### src/rtl/ee_pkg.sv
package ee_pkg;
  typedef enum logic [1:0] {SQ_IDLE, SQ_GAP, SQ_SHIFT} sq_state_e;
  localparam logic [2:0]  RD_CMD       = 3'b110;  // start bit, then read opcode
  localparam int unsigned ADDR_W_MAX   = 8;
  localparam int unsigned ADDR_W_SMALL = 6;
  localparam int unsigned DATA_W       = 16;
endpackage

### src/rtl/ee_tick.sv
module ee_tick #(
  parameter int unsigned CLK_DIV = 64,
  localparam int unsigned HALF = CLK_DIV / 2,
  localparam int unsigned CW = (HALF > 1) ? $clog2(HALF) : 1
) (
  input  logic clk_i,
  input  logic rst_ni,
  output logic tick_o
);
  logic [CW-1:0] cnt_q;

  assign tick_o = (cnt_q == CW'(HALF - 1));

  always_ff @(posedge clk_i or negedge rst_ni) begin
    if (!rst_ni)     cnt_q <= '0;
    else if (tick_o) cnt_q <= '0;
    else             cnt_q <= cnt_q + 1'b1;
  end
endmodule

### src/rtl/ee_read_seq.sv
module ee_read_seq import ee_pkg::*; #(
  parameter int unsigned NUM_WORDS = 8,
  parameter logic [DATA_W-1:0] SIGNATURE = 16'h8129,
  localparam int unsigned IDX_W = (NUM_WORDS > 1) ? $clog2(NUM_WORDS) : 1
) (
  input  logic              clk_i,
  input  logic              rst_ni,
  input  logic              tick_i,
  input  logic              start_i,
  input  logic              big_dev_i,
  input  logic              miso_i,
  output logic              busy_o,
  output logic              absent_o,
  output logic              cs_o,
  output logic              sk_o,
  output logic              mosi_o,
  output logic              wr_o,
  output logic [IDX_W-1:0]  wr_idx_o,
  output logic [DATA_W-1:0] wr_data_o
);
  localparam int unsigned CMD_W = 3 + ADDR_W_MAX;
  localparam int unsigned BIT_W = $clog2(CMD_W + DATA_W);

  sq_state_e          st_q;
  logic               ph_q, gap_q, busy_q, absent_q, cs_q, sk_q;
  logic [BIT_W-1:0]   bit_q, cmd_len, last_bit;
  logic [IDX_W-1:0]   word_q;
  logic [CMD_W-1:0]   cmd_q, cmd_fmt;
  logic [DATA_W-1:0]  data_q, word_nx;
  logic [ADDR_W_MAX-1:0] addr;

  assign cmd_len  = big_dev_i ? BIT_W'(CMD_W) : BIT_W'(3 + ADDR_W_SMALL);
  assign last_bit = cmd_len + BIT_W'(DATA_W - 1);
  assign addr     = ADDR_W_MAX'(word_q);
  assign cmd_fmt  = big_dev_i ? {RD_CMD, addr}
                              : {RD_CMD, addr[ADDR_W_SMALL-1:0], {(ADDR_W_MAX-ADDR_W_SMALL){1'b0}}};
  assign word_nx  = {data_q[DATA_W-2:0], miso_i};

  always_ff @(posedge clk_i or negedge rst_ni) begin
    if (!rst_ni) begin
      st_q <= SQ_IDLE; ph_q <= 1'b0; gap_q <= 1'b0; busy_q <= 1'b0; absent_q <= 1'b0;
      cs_q <= 1'b0; sk_q <= 1'b0; bit_q <= '0; word_q <= '0; cmd_q <= '0; data_q <= '0;
      wr_o <= 1'b0; wr_idx_o <= '0; wr_data_o <= '0;
    end else begin
      wr_o <= 1'b0;
      case (st_q)
        SQ_IDLE: if (start_i) begin
          st_q <= SQ_GAP; busy_q <= 1'b1; absent_q <= 1'b0; word_q <= '0; gap_q <= 1'b0;
        end
        SQ_GAP: if (tick_i) begin
          gap_q <= ~gap_q;
          if (gap_q) begin
            st_q <= SQ_SHIFT; cs_q <= 1'b1; cmd_q <= cmd_fmt; bit_q <= '0; ph_q <= 1'b0;
          end
        end
        SQ_SHIFT: if (tick_i) begin
          if (!ph_q) begin
            sk_q <= 1'b1; ph_q <= 1'b1;
          end else begin
            sk_q  <= 1'b0; ph_q <= 1'b0;
            cmd_q <= {cmd_q[CMD_W-2:0], 1'b0};
            bit_q <= bit_q + 1'b1;
            if (bit_q >= cmd_len) data_q <= word_nx;
            if (bit_q == cmd_len - 1'b1 && miso_i) begin
              // dummy bit not driven low: nothing answered
              st_q <= SQ_IDLE; cs_q <= 1'b0; busy_q <= 1'b0; absent_q <= 1'b1;
            end else if (bit_q == last_bit) begin
              cs_q <= 1'b0;
              if (word_q == '0 && word_nx != SIGNATURE) begin
                st_q <= SQ_IDLE; busy_q <= 1'b0; absent_q <= 1'b1;
              end else begin
                wr_o <= 1'b1; wr_idx_o <= word_q; wr_data_o <= word_nx;
                if (word_q == IDX_W'(NUM_WORDS - 1)) begin
                  st_q <= SQ_IDLE; busy_q <= 1'b0;
                end else begin
                  st_q <= SQ_GAP; gap_q <= 1'b0; word_q <= word_q + 1'b1;
                end
              end
            end
          end
        end
        default: st_q <= SQ_IDLE;
      endcase
    end
  end

  assign busy_o   = busy_q;
  assign absent_o = absent_q;
  assign cs_o     = cs_q;
  assign sk_o     = sk_q;
  assign mosi_o   = cmd_q[CMD_W-1];

  assert_strobe_single_R4: assert property (@(posedge clk_i) disable iff (!rst_ni)
    wr_o |=> !wr_o);
  assert_no_write_absent_R5: assert property (@(posedge clk_i) disable iff (!rst_ni)
    absent_q |-> !wr_o);
  assert_sk_in_frame_R3: assert property (@(posedge clk_i) disable iff (!rst_ni)
    sk_q |-> cs_q);
  assert_idle_quiet_R7: assert property (@(posedge clk_i) disable iff (!rst_ni)
    !busy_q |-> !cs_q);
endmodule

### src/rtl/ee_pin_mux.sv
module ee_pin_mux (
  input  logic clk_i,
  input  logic rst_ni,
  input  logic busy_i,
  input  logic bb_we_i,
  input  logic bb_en_i,
  input  logic bb_cs_i,
  input  logic bb_sk_i,
  input  logic bb_mosi_i,
  input  logic seq_cs_i,
  input  logic seq_sk_i,
  input  logic seq_mosi_i,
  output logic ee_cs_o,
  output logic ee_sk_o,
  output logic ee_mosi_o
);
  logic [3:0] bb_q;  // {en, cs, sk, mosi}
  logic       use_bb;

  always_ff @(posedge clk_i or negedge rst_ni) begin
    if (!rst_ni)                 bb_q <= '0;
    else if (bb_we_i && !busy_i) bb_q <= {bb_en_i, bb_cs_i, bb_sk_i, bb_mosi_i};
  end

  assign use_bb    = bb_q[3] && !busy_i;
  assign ee_cs_o   = use_bb ? bb_q[2] : seq_cs_i;
  assign ee_sk_o   = use_bb ? bb_q[1] : seq_sk_i;
  assign ee_mosi_o = use_bb ? bb_q[0] : seq_mosi_i;

  assert_bb_hold_busy_R9: assert property (@(posedge clk_i) disable iff (!rst_ni)
    busy_i |=> $stable(bb_q));
  assert_seq_owns_pins_R8: assert property (@(posedge clk_i) disable iff (!rst_ni)
    busy_i |-> (ee_sk_o == seq_sk_i));
endmodule

### src/rtl/eeprom_autoload.sv
module eeprom_autoload #(
  parameter int unsigned CLK_DIV   = 64,
  parameter int unsigned NUM_WORDS = 8,
  parameter logic [15:0] SIGNATURE = 16'h8129,
  localparam int unsigned IDX_W = (NUM_WORDS > 1) ? $clog2(NUM_WORDS) : 1
) (
  input  logic             clk_i,
  input  logic             rst_ni,
  input  logic             big_dev_i,
  input  logic             reload_i,
  input  logic             bb_we_i,
  input  logic             bb_en_i,
  input  logic             bb_cs_i,
  input  logic             bb_sk_i,
  input  logic             bb_mosi_i,
  output logic             bb_miso_o,
  output logic             ee_cs_o,
  output logic             ee_sk_o,
  output logic             ee_mosi_o,
  input  logic             ee_miso_i,
  output logic             busy_o,
  output logic             absent_o,
  output logic             aux_pwr_o,
  output logic             sh_we_o,
  output logic [IDX_W-1:0] sh_idx_o,
  output logic [15:0]      sh_data_o
);
  logic       miso_s1, miso_s2, aux_done_q, aux_q, tick, start, busy;
  logic       seq_cs, seq_sk, seq_mosi;
  logic [1:0] por_cnt_q;

  always_ff @(posedge clk_i or negedge rst_ni) begin
    if (!rst_ni) begin
      miso_s1 <= 1'b0; miso_s2 <= 1'b0;
      por_cnt_q <= '0; aux_done_q <= 1'b0; aux_q <= 1'b0;
    end else begin
      miso_s1 <= ee_miso_i;
      miso_s2 <= miso_s1;
      if (!aux_done_q) begin
        por_cnt_q <= por_cnt_q + 1'b1;
        if (por_cnt_q == 2'd3) begin
          aux_q <= miso_s2; aux_done_q <= 1'b1;
        end
      end
    end
  end

  // power-on load follows the aux sample; software reloads only when idle
  assign start = (!aux_done_q && por_cnt_q == 2'd3) || (aux_done_q && reload_i && !busy);

  ee_tick #(.CLK_DIV(CLK_DIV)) u_tick (.clk_i, .rst_ni, .tick_o(tick));

  ee_read_seq #(.NUM_WORDS(NUM_WORDS), .SIGNATURE(SIGNATURE)) u_seq (
    .clk_i, .rst_ni, .tick_i(tick), .start_i(start), .big_dev_i, .miso_i(miso_s2),
    .busy_o(busy), .absent_o, .cs_o(seq_cs), .sk_o(seq_sk), .mosi_o(seq_mosi),
    .wr_o(sh_we_o), .wr_idx_o(sh_idx_o), .wr_data_o(sh_data_o));

  ee_pin_mux u_mux (
    .clk_i, .rst_ni, .busy_i(busy), .bb_we_i, .bb_en_i, .bb_cs_i, .bb_sk_i, .bb_mosi_i,
    .seq_cs_i(seq_cs), .seq_sk_i(seq_sk), .seq_mosi_i(seq_mosi),
    .ee_cs_o, .ee_sk_o, .ee_mosi_o);

  assign busy_o    = busy;
  assign aux_pwr_o = aux_q;
  assign bb_miso_o = miso_s2;

  assert_aux_once_R10: assert property (@(posedge clk_i) disable iff (!rst_ni)
    aux_done_q |=> $stable(aux_q));
  assert_reload_ignored_busy_R7: assert property (@(posedge clk_i) disable iff (!rst_ni)
    (busy && aux_done_q) |-> !start);
endmodule

### config.mk
export PLATFORM = sky130hd
export DESIGN_NAME = eeprom_autoload
export DESIGN_NICKNAME = d
export VERILOG_FILES = /design/src/rtl/ee_pkg.sv /design/src/rtl/ee_tick.sv /design/src/rtl/ee_read_seq.sv /design/src/rtl/ee_pin_mux.sv /design/src/rtl/eeprom_autoload.sv
export SDC_FILE = /design/constraint.sdc
export NUM_CORES = 1
export LEC_CHECK = 0
export ABC_CLOCK_PERIOD_IN_PS = 4390
export BUFFER_PORTS_ARGS = -buffer_cell sky130_fd_sc_hd__clkbuf_2
export CAP_MARGIN = 20
export CELL_PAD_IN_SITES_DETAIL_PLACEMENT = 0
export CELL_PAD_IN_SITES_GLOBAL_PLACEMENT = 1
export CORE_MARGIN = 2
export CORE_UTILIZATION = 51
export CTS_CLUSTER_DIAMETER = 120
export CTS_CLUSTER_SIZE = 28
export DETAILED_ROUTE_END_ITERATION = 10
export MAX_ROUTING_LAYER = met4
export PLACE_DENSITY_LB_ADDON = 0.25
export RECOVER_POWER = 100
export SETUP_SLACK_MARGIN = 0.15
export SLEW_MARGIN = 20
export SYNTH_ARGS = -nofsm -noshare
export SYNTH_HDL_FRONTEND = slang
export SYNTH_SLANG_ARGS = --single-unit
### constraint.sdc
create_clock -name clk_i -period 4.39 [get_ports clk_i]
set_clock_uncertainty 0.15 [all_clocks]
set_input_delay 0.2195 -clock clk_i [delete_from_list [all_inputs] [get_ports clk_i]]
set_output_delay 0.2195 -clock clk_i [all_outputs]
set_load 0.05 [all_outputs]
==> results.sh <==
export IMPL_start_util_pct=52.17
export IMPL_routedWlPerCell_microns=14.84
export IMPL_finalCritPeriodShare_pct=72.85
export IMPL_finalMaxSlewViolations=78
export IMPL_critPathKind="reg -> reg"
export IMPL_postRouteAntennaNets=0
export IMPL_fin_tns_setup_ns=0
export IMPL_die_w_microns=87.13
export IMPL_peakVddDrop_mv=0.1396
export IMPL_fin_util_pct=57.96
export IMPL_power_leakage_nw=1.841
export IMPL_cts_setup_buffers=0
export IMPL_ctsRootBufferMaster="clkbuf_8"
export IMPL_die_h_microns=87.13
export IMPL_die_area_sq_mm=0.007592
export IMPL_setup_viol=0
export IMPL_tightest_slew_ns=1.848
export IMPL_cts_buffer_depth=2
export IMPL_fmax_ghz=0.3127
export IMPL_core_area_sq_mm=0.006756
export IMPL_cp_arrival_ns=3.28
export IMPL_io_pins=37
export IMPL_fillCellCount=594
export IMPL_failed_checks="capacitance limit, slew limit"
export IMPL_drt_iter0_drc=138
export IMPL_start_kind="flop"
export IMPL_finalPower_mw=1.248
export IMPL_io_buffers=36
export IMPL_synthCells=292
export IMPL_endpoint_kind="flop"
export IMPL_synth_edf_count=0
export IMPL_antenna_diode_count=0
export IMPL_maxCapViolations=1
export IMPL_grt_pass1_wl_microns=10810
export IMPL_cp_data_required_time_ns=4.47
export IMPL_fin_crit_ns=3.198
export IMPL_gp_congestion=0.7686
export IMPL_cts_sinks=77
export IMPL_synth_seq_cells=77
export IMPL_synth_ff_type="dfrtp_1"
export IMPL_finalWorstSetupSlack_ns=1.192
export IMPL_routed_via_density=5.399
export IMPL_drc_errors=0
export IMPL_routed_wl_microns=6248
export IMPL_post_dp_hpwl_microns=4164
export IMPL_antenna_found_initial=0
export IMPL_track_usage_pct=18.90
export IMPL_grt_setup_unrepaired="false"
export IMPL_overflow=0
export IMPL_drive_above_1_share_pct=20.53
export IMPL_max_slew_margin_pct=-23.20
export IMPL_clk_latency_ns=0.35
export IMPL_vias=2273
export IMPL_fin_area_sq_mm=0.003916
export IMPL_synth_cell_type_count=48
export IMPL_ys_seq_area_share_pct=54.67
export IMPL_grt_start_max_net_pins=78
export IMPL_grt_pass1_vias=2225
export IMPL_place_ws_ns=1.737
export IMPL_tritoncts="yes"
export IMPL_rows=30
export IMPL_syn2layout_area_growth_pct=11.11
export IMPL_outcome="finished with violations"
export IMPL_place_area_sq_mm=0.003759
export IMPL_first_pass_iters=4
export IMPL_hold_violations=0
export IMPL_hp_class="in -> reg"
export IMPL_cp_max_fo=19
export IMPL_synth_nets=314
export IMPL_syn_avg_cell_area_sq_um=12.07
export IMPL_netlist_area_sq_mm=0.003525
export IMPL_clk_pin_slew_ns=0.08
export IMPL_yosysWarningCount=0
export IMPL_synthArstFlopShare_pct=100.0
export IMPL_htreeDepth=3
export IMPL_cts_buffers=9
export IMPL_ctsResizeCount=0
export IMPL_nets=358
export IMPL_pwr_density_cell_mw_per_mm2=318.5
[cells in the mapped netlist, types with 2 or more instances]
| library cell | n | area [sq um] |
|---|---|---|
| a22oi_1 | 2 | 15.01 |
| clkbuf_1 | 7 | 26.28 |
| nor2_1 | 13 | 48.80 |
| buf_2 | 2 | 10.01 |
| mux2_2 | 37 | 416.7 |
| nand3_1 | 8 | 40.04 |
| a21oi_1 | 7 | 35.03 |
| nand3b_1 | 2 | 15.01 |
| mux2_4 | 10 | 150.1 |
| and2_1 | 2 | 12.51 |
| and3_1 | 2 | 12.51 |
| o311ai_0 | 2 | 17.52 |
| o21ai_0 | 20 | 100.1 |
| and4bb_2 | 2 | 25.02 |
| nand2_1 | 35 | 131.4 |
| nand4_1 | 3 | 18.77 |
| inv_1 | 10 | 37.54 |
| xnor2_1 | 2 | 17.52 |
| dfrtp_1 | 77 | 1927 |
| nor2b_1 | 4 | 25.02 |
| mux2i_1 | 2 | 20.02 |
| nand2b_1 | 4 | 25.02 |
| nor3_1 | 3 | 15.01 |
| ha_1 | 12 | 150.1 |
[critical path: stages (launching register included)]
cell	delay, ns
dfrtp_1	0.38
ha_1	0.19
and3_1	0.17
ha_1	0.31
nand3_1	0.25
nor4b_1	0.35
clkbuf_1	0.85
mux2_2	0.42
[timing repair]
item	4_1_cts	5_1_grt
endpoints found under the setup margin	0	0
hold endpoints to repair	82	0
hold buffers	6	0
[kinds of logic (layout without fill, tap and decap cells)]
group	count (synthesis)	count (layout)	share of synthesized area (%)
muxes	49	49	16.65
adders and majority gates	12	12	4.260
AOI/OAI and AO/OA	44	44	7.952
xor gates and xnor gates	3	3	0.7456
DFF	77	77	54.67
buffers and inverters	22	71	3.089
and+or+nand+nor	85	85	12.64
[routing by layer]
| metal | wire (microns) | up-vias | track usage, % |
|---|---|---|---|
| met4 | 80 | 0 | 7.133 |
| met3 | 198 | 7 | 4.265 |
| met1 | 3115 | 1112 | 25.56 |
| met2 | 2854 | 38 | 28.04 |
| met5 | 0 | - | - |
| li1 | - | 1116 | - |
[state kept, by name, summed over array words and instances, names as in the netlist, 2 cells and up]
signal / flops
u_seq.wr_idx_o: 3
u_mux.bb_q: 4
u_tick.cnt_q: 5
u_seq.cmd_q: 11
u_seq.wr_data_o: 16
u_seq.st_q: 2
por_cnt_q: 2
u_seq.word_q: 3
u_seq.bit_q: 5
u_seq.data_q: 15
[final cells by class]
type / instances / area (sq um) / area share (%)
Sequential cell: 77 / 1927 / 49.20
Multi-Input combinational cell: 193 / 1444 / 36.87
Timing Repair Buffer: 45 / 221.5 / 5.655
Clock buffer: 12 / 155.1 / 3.962
Tap cell: 80 / 100.1 / 2.556
Inverter: 10 / 37.54 / 0.9585
Clock inverter: 4 / 31.28 / 0.7987
[stage by stage]
step | std cells | hold WS, ns
final | 421 | 0.08180
after detailed placement | 399 | 0.1864
after floorplan | 292 | -0.2261
after global routing | 421 | 0.09945
after global placement | 399 | 0.1784
after CTS | 421 | 0.06661
[report_power, final]
| group | internal, mW | leakage [nW] | total, mW | switching [mW] |
|---|---|---|---|---|
| combinational | 0.0107 | 0.757 | 0.0313 | 0.0205 |
| sequential | 0.714 | 0.999 | 0.717 | 0.00285 |
| clock | 0.238 | 0.0852 | 0.500 | 0.261 |
[cell usage in the layout (no fill, tap or decap), types with 2 or more instances in the layout]
cell and instances:
clkbuf_2 9, nor3_1 3, mux2_1 8, o311ai_0 2, clkinvlp_4 3, mux2i_1 2, inv_1 10, mux2_4 2
xnor2_1 2, nand3b_1 2, a22oi_1 2, dlygate4sd3_1 6, a21oi_1 7, nand4_1 3, nor2b_1 4, nand3_1 8
nand2_1 35, mux2_2 37, clkbuf_1 30, and3_1 2, o21ai_0 20, nand2b_1 4, dfrtp_1 77, and4bb_2 2
ha_1 12, clkbuf_8 11, nor2_1 13
[path summary, 6_finish.rpt]
kind                                      startpoint                              to  slack (ns)  depth (start not counted)
setup reg to reg           u_tick.cnt_q[0]$_DFF_PN0_  u_seq.wr_data_o[2]$_DFFE_PN0P_        1.19                          7
max in group asynchronous                     rst_ni       u_seq.st_q[0]$_DFFE_PN0P_        2.23                          2
min in group asynchronous                     rst_ni       u_mux.bb_q[1]$_DFFE_PN0P_        0.73                          2
hold / removal                             big_dev_i      u_seq.cmd_q[0]$_DFFE_PN0P_        0.08                          3
setup / recovery           u_tick.cnt_q[0]$_DFF_PN0_  u_seq.wr_data_o[2]$_DFFE_PN0P_        1.19                          7
hold reg to reg                    miso_s1$_DFF_PN0_             bb_miso_o$_DFF_PN0_        0.20                          0
Note: power is estimated with default switching activity, not from simulation.
